**config.mk**
```make
export PLATFORM = sky130hd
export DESIGN_NAME = irq_mask_ctrl
export DESIGN_NICKNAME = d
export VERILOG_FILES = /design/src/rtl/irqm_pkg.sv /design/src/rtl/irqm_regfile.sv /design/src/rtl/irqm_gate.sv /design/src/rtl/irqm_ufl_fsm.sv /design/src/rtl/irq_mask_ctrl.sv
export SDC_FILE = /design/constraint.sdc
export NUM_CORES = 1
export LEC_CHECK = 0
export BUFFER_PORTS_ARGS = -buffer_cell sky130_fd_sc_hd__buf_2
export CAP_MARGIN = 20
export CORE_MARGIN = 2
export CORE_UTILIZATION = 35
export CTS_BUF_LIST = sky130_fd_sc_hd__clkbuf_8
export DETAILED_ROUTE_END_ITERATION = 7
export GPL_TIMING_DRIVEN = 1
export PLACE_DENSITY = 0.92
export SLEW_MARGIN = 20
export SYNTH_ARGS = -nofsm -noshare
export SYNTH_HDL_FRONTEND = slang
export SYNTH_SLANG_ARGS = --single-unit
```
**constraint.sdc**
```tcl
create_clock -name clk -period 2.15 [get_ports clk]
set_clock_uncertainty 0.2 [all_clocks]
set_input_delay 0.43 -clock clk [delete_from_list [all_inputs] [get_ports clk]]
set_output_delay 0.43 -clock clk [all_outputs]
set_load 0.01 [all_outputs]
```
**src/rtl/irqm_pkg.sv**
```systemverilog
package irqm_pkg;
    localparam int REG_W    = 32;
    localparam int NSRC     = 5;
    localparam int MASK_LSB = 8;
    localparam int POL_BIT  = 6;
    localparam int LA_BIT   = 5;

    typedef enum logic [1:0] {
        UF_IDLE = 2'd0,
        UF_HALT = 2'd1,
        UF_SKIP = 2'd2
    } uf_state_e;
endpackage

```
**src/rtl/irqm_regfile.sv**
```systemverilog
module irqm_regfile
    import irqm_pkg::*;
#(
    parameter int W    = REG_W,
    parameter int NS   = NSRC,
    parameter int MLSB = MASK_LSB,
    parameter int PBIT = POL_BIT,
    parameter int LBIT = LA_BIT
) (
    input  logic          clk,
    input  logic          rst_n,
    input  logic          soft_rst,
    input  logic          wr_en,
    input  logic [W-1:0]  wr_data,
    output logic [W-1:0]  reg_o,
    output logic [NS-1:0] mask_o,
    output logic          pol_o,
    output logic          la_o
);
    localparam logic [W-1:0] ONE      = W'(1);
    localparam logic [W-1:0] FIELD_WR = W'(((ONE << NS) - ONE) << MLSB)
                                      | (ONE << PBIT) | (ONE << LBIT);

    logic [W-1:0] reg_q;

    always_ff @(posedge clk or negedge rst_n) begin
        if (!rst_n) begin
            reg_q <= '0;
        end else if (soft_rst) begin
            reg_q <= '0;
        end else if (wr_en) begin
            reg_q <= wr_data & FIELD_WR;
        end
    end

    assign reg_o  = reg_q;
    assign mask_o = reg_q[MLSB +: NS];
    assign pol_o  = reg_q[PBIT];
    assign la_o   = reg_q[LBIT];

    assert_write_R2: assert property (@(posedge clk) disable iff (!rst_n)
        (wr_en && !soft_rst) |=> (mask_o == $past(wr_data[MLSB +: NS])
                                  && pol_o == $past(wr_data[PBIT])
                                  && la_o == $past(wr_data[LBIT])));

    assert_soft_clear_R4: assert property (@(posedge clk) disable iff (!rst_n)
        soft_rst |=> (mask_o == '0 && !pol_o && !la_o));

    assert_hold_R5: assert property (@(posedge clk) disable iff (!rst_n)
        (!wr_en && !soft_rst) |=> $stable(reg_o));
endmodule

```
**src/rtl/irqm_gate.sv**
```systemverilog
module irqm_gate
    import irqm_pkg::*;
#(
    parameter int NS = NSRC
) (
    input  logic          clk,
    input  logic          rst_n,
    input  logic [NS-1:0] flags,
    input  logic [NS-1:0] mask,
    output logic          irq_o
);
    logic [NS-1:0] pass;
    logic          irq_q;

    for (genvar i = 0; i < NS; i++) begin : g_src
        assign pass[i] = flags[i] & ~mask[i];
    end

    always_ff @(posedge clk or negedge rst_n) begin
        if (!rst_n) irq_q <= 1'b0;
        else        irq_q <= |pass;
    end

    assign irq_o = irq_q;

    assert_masked_quiet_R7: assert property (@(posedge clk) disable iff (!rst_n)
        ((flags & ~mask) == '0) |=> !irq_o);
endmodule

```
**src/rtl/irqm_ufl_fsm.sv**
```systemverilog
module irqm_ufl_fsm
    import irqm_pkg::*;
(
    input  logic clk,
    input  logic rst_n,
    input  logic soft_rst,
    input  logic stop,
    input  logic policy,
    input  logic underflow,
    output logic tx_off_o,
    output logic skip_o
);
    uf_state_e state_q, state_d;

    always_comb begin
        state_d = UF_IDLE;
        unique case (state_q)
            UF_IDLE, UF_HALT, UF_SKIP: begin
                if (soft_rst)                state_d = UF_IDLE;
                else if (underflow && !stop) state_d = policy ? UF_SKIP : UF_HALT;
                else                         state_d = UF_IDLE;
            end
            default: state_d = UF_IDLE;
        endcase
    end

    always_ff @(posedge clk or negedge rst_n) begin
        if (!rst_n) state_q <= UF_IDLE;
        else        state_q <= state_d;
    end

    always_comb begin
        tx_off_o = (state_q == UF_HALT);
        skip_o   = (state_q == UF_SKIP);
    end

    assert_halt_R8: assert property (@(posedge clk) disable iff (!rst_n)
        (underflow && !stop && !policy && !soft_rst) |=> (tx_off_o && !skip_o));

    assert_skip_R9: assert property (@(posedge clk) disable iff (!rst_n)
        (underflow && !stop && policy && !soft_rst) |=> (skip_o && !tx_off_o));

    assert_stop_ignore_R10: assert property (@(posedge clk) disable iff (!rst_n)
        (underflow && stop) |=> (!skip_o && !tx_off_o));
endmodule

```
**src/rtl/irq_mask_ctrl.sv**
```systemverilog
module irq_mask_ctrl
    import irqm_pkg::*;
#(
    parameter int W    = REG_W,
    parameter int NS   = NSRC,
    parameter int MLSB = MASK_LSB,
    parameter int PBIT = POL_BIT,
    parameter int LBIT = LA_BIT
) (
    input  logic          clk,
    input  logic          rst_n,
    input  logic          soft_rst,
    input  logic          stop,
    input  logic          wr_en,
    input  logic [W-1:0]  wr_data,
    output logic [W-1:0]  rd_data,
    input  logic [NS-1:0] evt_flags,
    input  logic          tx_underflow,
    output logic          irq_o,
    output logic          tx_off_o,
    output logic          skip_sof_o,
    output logic          lookahead_en_o
);
    logic [NS-1:0] mask_w;
    logic          pol_w;

    irqm_regfile #(.W(W), .NS(NS), .MLSB(MLSB), .PBIT(PBIT), .LBIT(LBIT)) u_regs (
        .clk      (clk),
        .rst_n    (rst_n),
        .soft_rst (soft_rst),
        .wr_en    (wr_en),
        .wr_data  (wr_data),
        .reg_o    (rd_data),
        .mask_o   (mask_w),
        .pol_o    (pol_w),
        .la_o     (lookahead_en_o)
    );

    irqm_gate #(.NS(NS)) u_gate (
        .clk   (clk),
        .rst_n (rst_n),
        .flags (evt_flags),
        .mask  (mask_w),
        .irq_o (irq_o)
    );

    irqm_ufl_fsm u_fsm (
        .clk       (clk),
        .rst_n     (rst_n),
        .soft_rst  (soft_rst),
        .stop      (stop),
        .policy    (pol_w),
        .underflow (tx_underflow),
        .tx_off_o  (tx_off_o),
        .skip_o    (skip_sof_o)
    );
endmodule

```
Word level (Yosys, flattened, before mapping)
Cells that the tools add are included.
- bits in registers: 35
- latch bits: 0
- bits in writable memories: 0
- bits in read-only memories: 0
- input port bits: 43
- output and inout port bits: 36
- logic and storage cells: 27
- memories: 0
- $add $sub $neg: 0
- $mul: 0
- div/mod/pow operators: 0
- $lt $le $gt $ge: 0
- equal/unequal tests: 2
- shifts and indexed selects: 0
- muxes and demuxes: 6
- bitwise gates (word level): 10
- reductions and logical operators: 6
- operators with widths (operator ; number):
    $mux 32 ; 2
    $mux 2 ; 4
    $and 1x1->1 ; 5
    $not 1->1 ; 5
    $reduce_or 5->1 ; 1
    $reduce_or 3->1 ; 1
    $eq 2x1->1 const B ; 1
    $eq 2x2->1 const B ; 1
    $logic_not 2->1 ; 1
    $reduce_bool 2->1 ; 1
    $logic_and 1x1->1 ; 1
    $logic_not 1->1 ; 1

Longest topological paths before layout
- word-level depth: 5
- gate-level depth with buffers: 4
- mapped depth without buffers: 3

Hierarchy
A second synthesis with hierarchy kept.
- cell total of the unflattened synthesis: 71
- area, all modules: 694.4 um^2
- by module, submodules not included (module ; instances ; cells each ; area each (um^2) ; seq. area each (um^2)):
    irqm_regfile ; 1 ; 55 ; 526.8 ; 175.2
    irqm_ufl_fsm ; 1 ; 8 ; 105.1 ; 50.0
    irqm_gate ; 1 ; 8 ; 62.6 ; 25.0

Least setup slack after synthesis
OpenSTA, ideal clock, no wires.
- kind: flip-flop to flip-flop
- from: register u_regs.reg_q[8] (netlist: u_regs.reg_o[8])
- to: register u_gate.irq_q (netlist: u_gate.irq_o)
- library setup time: 0.147 ns
- arrival time: 0.879 ns
- required time: 1.803 ns
- setup slack: 0.924 ns
- stages on the path, launching flop included: 4
- buffers on the path: 0
- period minus slack after synthesis: 1.226 ns
- cells stage by stage: dfrtp_1 inv_1 a222oi_1 o221ai_1
- word-level cells in the longest chain between the ends: 3
- ends and longest elaborated chain (item ; line ; text):
    start: declaration ; irqm_regfile.sv:24 ; logic [W-1:0] reg_q;
    start signal: assignment ; irqm_regfile.sv:32 ; reg_q <= wr_data & FIELD_WR;
    $not 1->1 ; irqm_gate.sv:16 ; assign pass[i] = flags[i] & ~mask[i];
    $and 1x1->1 ; irqm_gate.sv:16 ;
    $reduce_or 5->1 ; irqm_gate.sv:21 ; else irq_q <= |pass;
    end signal: assignment ; irqm_gate.sv:21 ;
    end: declaration ; irqm_gate.sv:13 ; logic irq_q;
No other way between the ends.
A chain may end at the register's enable or synchronous reset.

Worst setup path after layout
- from: register u_fsm.state_q[0]
- to: output tx_off_o
- word-level cells in the longest chain between the ends: 1
- ends and longest elaborated chain (item ; line ; text):
    start: declaration ; irqm_ufl_fsm.sv:13 ; uf_state_e state_q, state_d;
    start signal: assignment ; irqm_ufl_fsm.sv:29 ; else state_q <= state_d;
    $eq 2x1->1 ; irqm_ufl_fsm.sv:33 ; tx_off_o = (state_q == UF_HALT);
    end: declaration ; irq_mask_ctrl.sv:20 ; output logic tx_off_o,
No other way between the ends.

==> metrics.md <==
| Metric | Value |
|---|---|
| Worst-path clk slew | 0.05 ns |
| Global-route wire length before repair | 1500 um |
| Worst R2R Setup Slack | 0.88 ns |
| Die Ht | 46.7 um |
| PortBufs | 28 |
| Tcrit/Tclk final | 69.8% |
| Antenna viol nets, final | 0 |
| Core Util, Final | 43.5% |
| Peak supply drop | 498 uV |
| Cell taking the most area after synthesis | dfrtp_1 |
| # diodes | 0 |
| Layout cells sized above 1 | 33.0% |
| Top cell type's share of synthesized area | 39.3% |
| Fmax | 667 MHz |
| Synth Instances | 69 |
| Post_cts resized | 0 |
| Leak Pwr | 0.454 nW |
| Hold_ws | 0.243 ns |
| Max clock buf depth | 2 |
| CTS tree | built |
| Pre-antenna DRT Iters | 4 |
| Iter 0 DRT Violations | 4 |
| NumNets Final | 141 |
| Synth area leaders | dfrtp_1 (39%), buf_4 (32%), mux2i_1 (11%) |
| Synth unique cells | 12 |
| Largest net degree at the start of global routing | 11 |
| Crit path from | u_fsm.state_q[0] |
| Htree depth | 1 |
| Final WL | 1050 um |
| Wirelength per Cell | 8.58 um |
| Register area share after synthesis | 39.3% |
| Status | finished clean |
| Post-Synthesis Cell Area | 637 um^2 |
| Initial antenna violation count | 0 |
| Fin. Hold Viols | 0 |
| Clk Latency, worst-skew pair | 0.23 ns |
| Dpl hpwl | 865 um |
| Post-CTS Setup Bufs | 0 |
| Hold Crit Start | wr_data[8] |
| CTS Root Cell | clkbuf_8 |
| Minimum clock period | 1.50 ns |
| Vias in the first global route | 375 |
| Tot GR Track Use | 10.2% |
| Area of the core | 1730 um^2 |
| Yosys reg bits | 10 |
| Dpl cell area | 686 um^2 |
| Die area | 2180 um^2 |
| Arrival @ worst endpoint | 0.87 ns |
| CTS Buf Count | 3 |
| Critical path class | flop to output port |
| Yosys warns | 0 |
| Finish-stage setup viols | 0 |
| Setup slack at placement | 0.752 ns |
| Setup ws final | 0.650 ns |
| Mean post-synth cell area | 9.23 um^2 |
| TNS Setup | 0 ns |
| RD Place Congestion | 0.665 |
| Fill count | 197 |
| Initial core utilization | 36.9% |
| Vias | 455 |
| Crit end category | output port |
| Chip width | 46.7 um |
| Num rows | 15 |
| Io pins | 79 |
| Min-Delay Path Class | primary input to flop |
| Crit-path max FO | 3 |
| Via-to-Cell Ratio | 3.73 |
| Area growth, synth to finish | 17.9% |
| Critical Path RT | 1.52 ns |
| Reg2reg start | u_regs.reg_o[8] |
| Clock sink total | 10 |
| Crit path launch type | flop |
| GRT overflow | 0 |
| CTS hold repair buffers | 1 |
| RSZ-0062 raised after global routing | no |
| Pwr Density | 677 nW/um^2 |
| Fin area | 751 um^2 |
| Slew Viols, Final | 0 |
| Max-cap violations | 0 |
| DRC | 0 |
state kept, by name, summed over array words and instances (netlist names):
name and cells:
u_fsm.state_q 2, u_gate.irq_o 1, u_regs.reg_o 7
layout make-up:
class / instances / area, um^2 / area share (%)
Sequential cell: 10 / 250 / 33.3
Multi-Input combinational cell: 48 / 241 / 32.2
Clock buffer: 4 / 55.1 / 7.33
Timing Repair Buffer: 29 / 150 / 20.0
Tap cell: 25 / 31.3 / 4.17
Inverter: 6 / 22.5 / 3.00
logic make-up after synthesis:
kind of cell | after synthesis | share of synthesized area [%]
buffers and inverters | 35 | 36.9
DFF | 10 | 39.3
and+or+nand+nor | 14 | 9.23
AOI/OAI and AO/OA | 2 | 2.95
muxes | 7 | 11.0
other | 1 | 0.589
synth_stat cells:
library cell  number
buf_4             27
dfrtp_1           10
nor2_1            10
mux2i_1            7
inv_1              6
buf_2              2
nor2b_1            2
a222oi_1           1
conb_1             1
nand2_1            1
nand3_1            1
o221ai_1           1
critical path, cell delays in order (launching register included):
cell,delay [ns]
dfrtp_1,0.38
nor2b_1,0.13
buf_2,0.13
through the flow:
step	cells	total power, mW
floorplan	93	0.289
global placement	117	0.282
detailed placement	117	0.284
CTS	122	0.516
global route	122	0.541
finish	122	0.508
power breakdown:
| part | total [mW] | leakage, nW | switching (mW) | internal, mW |
|---|---|---|---|---|
| sequential | 0.205 | 0.129 | 0.00658 | 0.198 |
| clock | 0.226 | 0.0288 | 0.0655 | 0.160 |
| combinational | 0.0776 | 0.295 | 0.0482 | 0.0294 |
routing by layer:
layer / up-vias / GRT usage [%] / routed length [um] / part of all wire [%]
met5: - / 0 / 0 / 0
met4: 0 / 1.67 / 0 / 0
met3: 0 / 5.88 / 135 / 13
met2: 35 / 18.1 / 498 / 48
met1: 202 / 10.6 / 413 / 39
li1: 218 / - / - / -
worst paths after layout:
kind | depth (start not counted) | endpoint
worst max-delay path | 2 | tx_off_o
worst min-delay path | 3 | u_regs.reg_o[8]
worst max register to register | 3 | u_gate.irq_o
worst min register to register | 1 | u_fsm.state_q[0]
max in group asynchronous | 2 | u_regs.reg_o[5]
min in group asynchronous | 2 | u_regs.reg_o[12]
layout by cell type (no fill, tap or decap):
| master | instances |
|---|---|
| nand3_1 | 1 |
| clkbuf_8 | 4 |
| dlygate4sd3_1 | 1 |
| conb_1 | 25 |
| dfrtp_1 | 10 |
| nor2b_1 | 2 |
| nand2_1 | 1 |
| mux2i_1 | 7 |
| inv_1 | 6 |
| o221ai_1 | 1 |
| a222oi_1 | 1 |
| nor2_1 | 10 |
| buf_2 | 28 |
No activity file was read; power rests on OpenSTA's default activity.
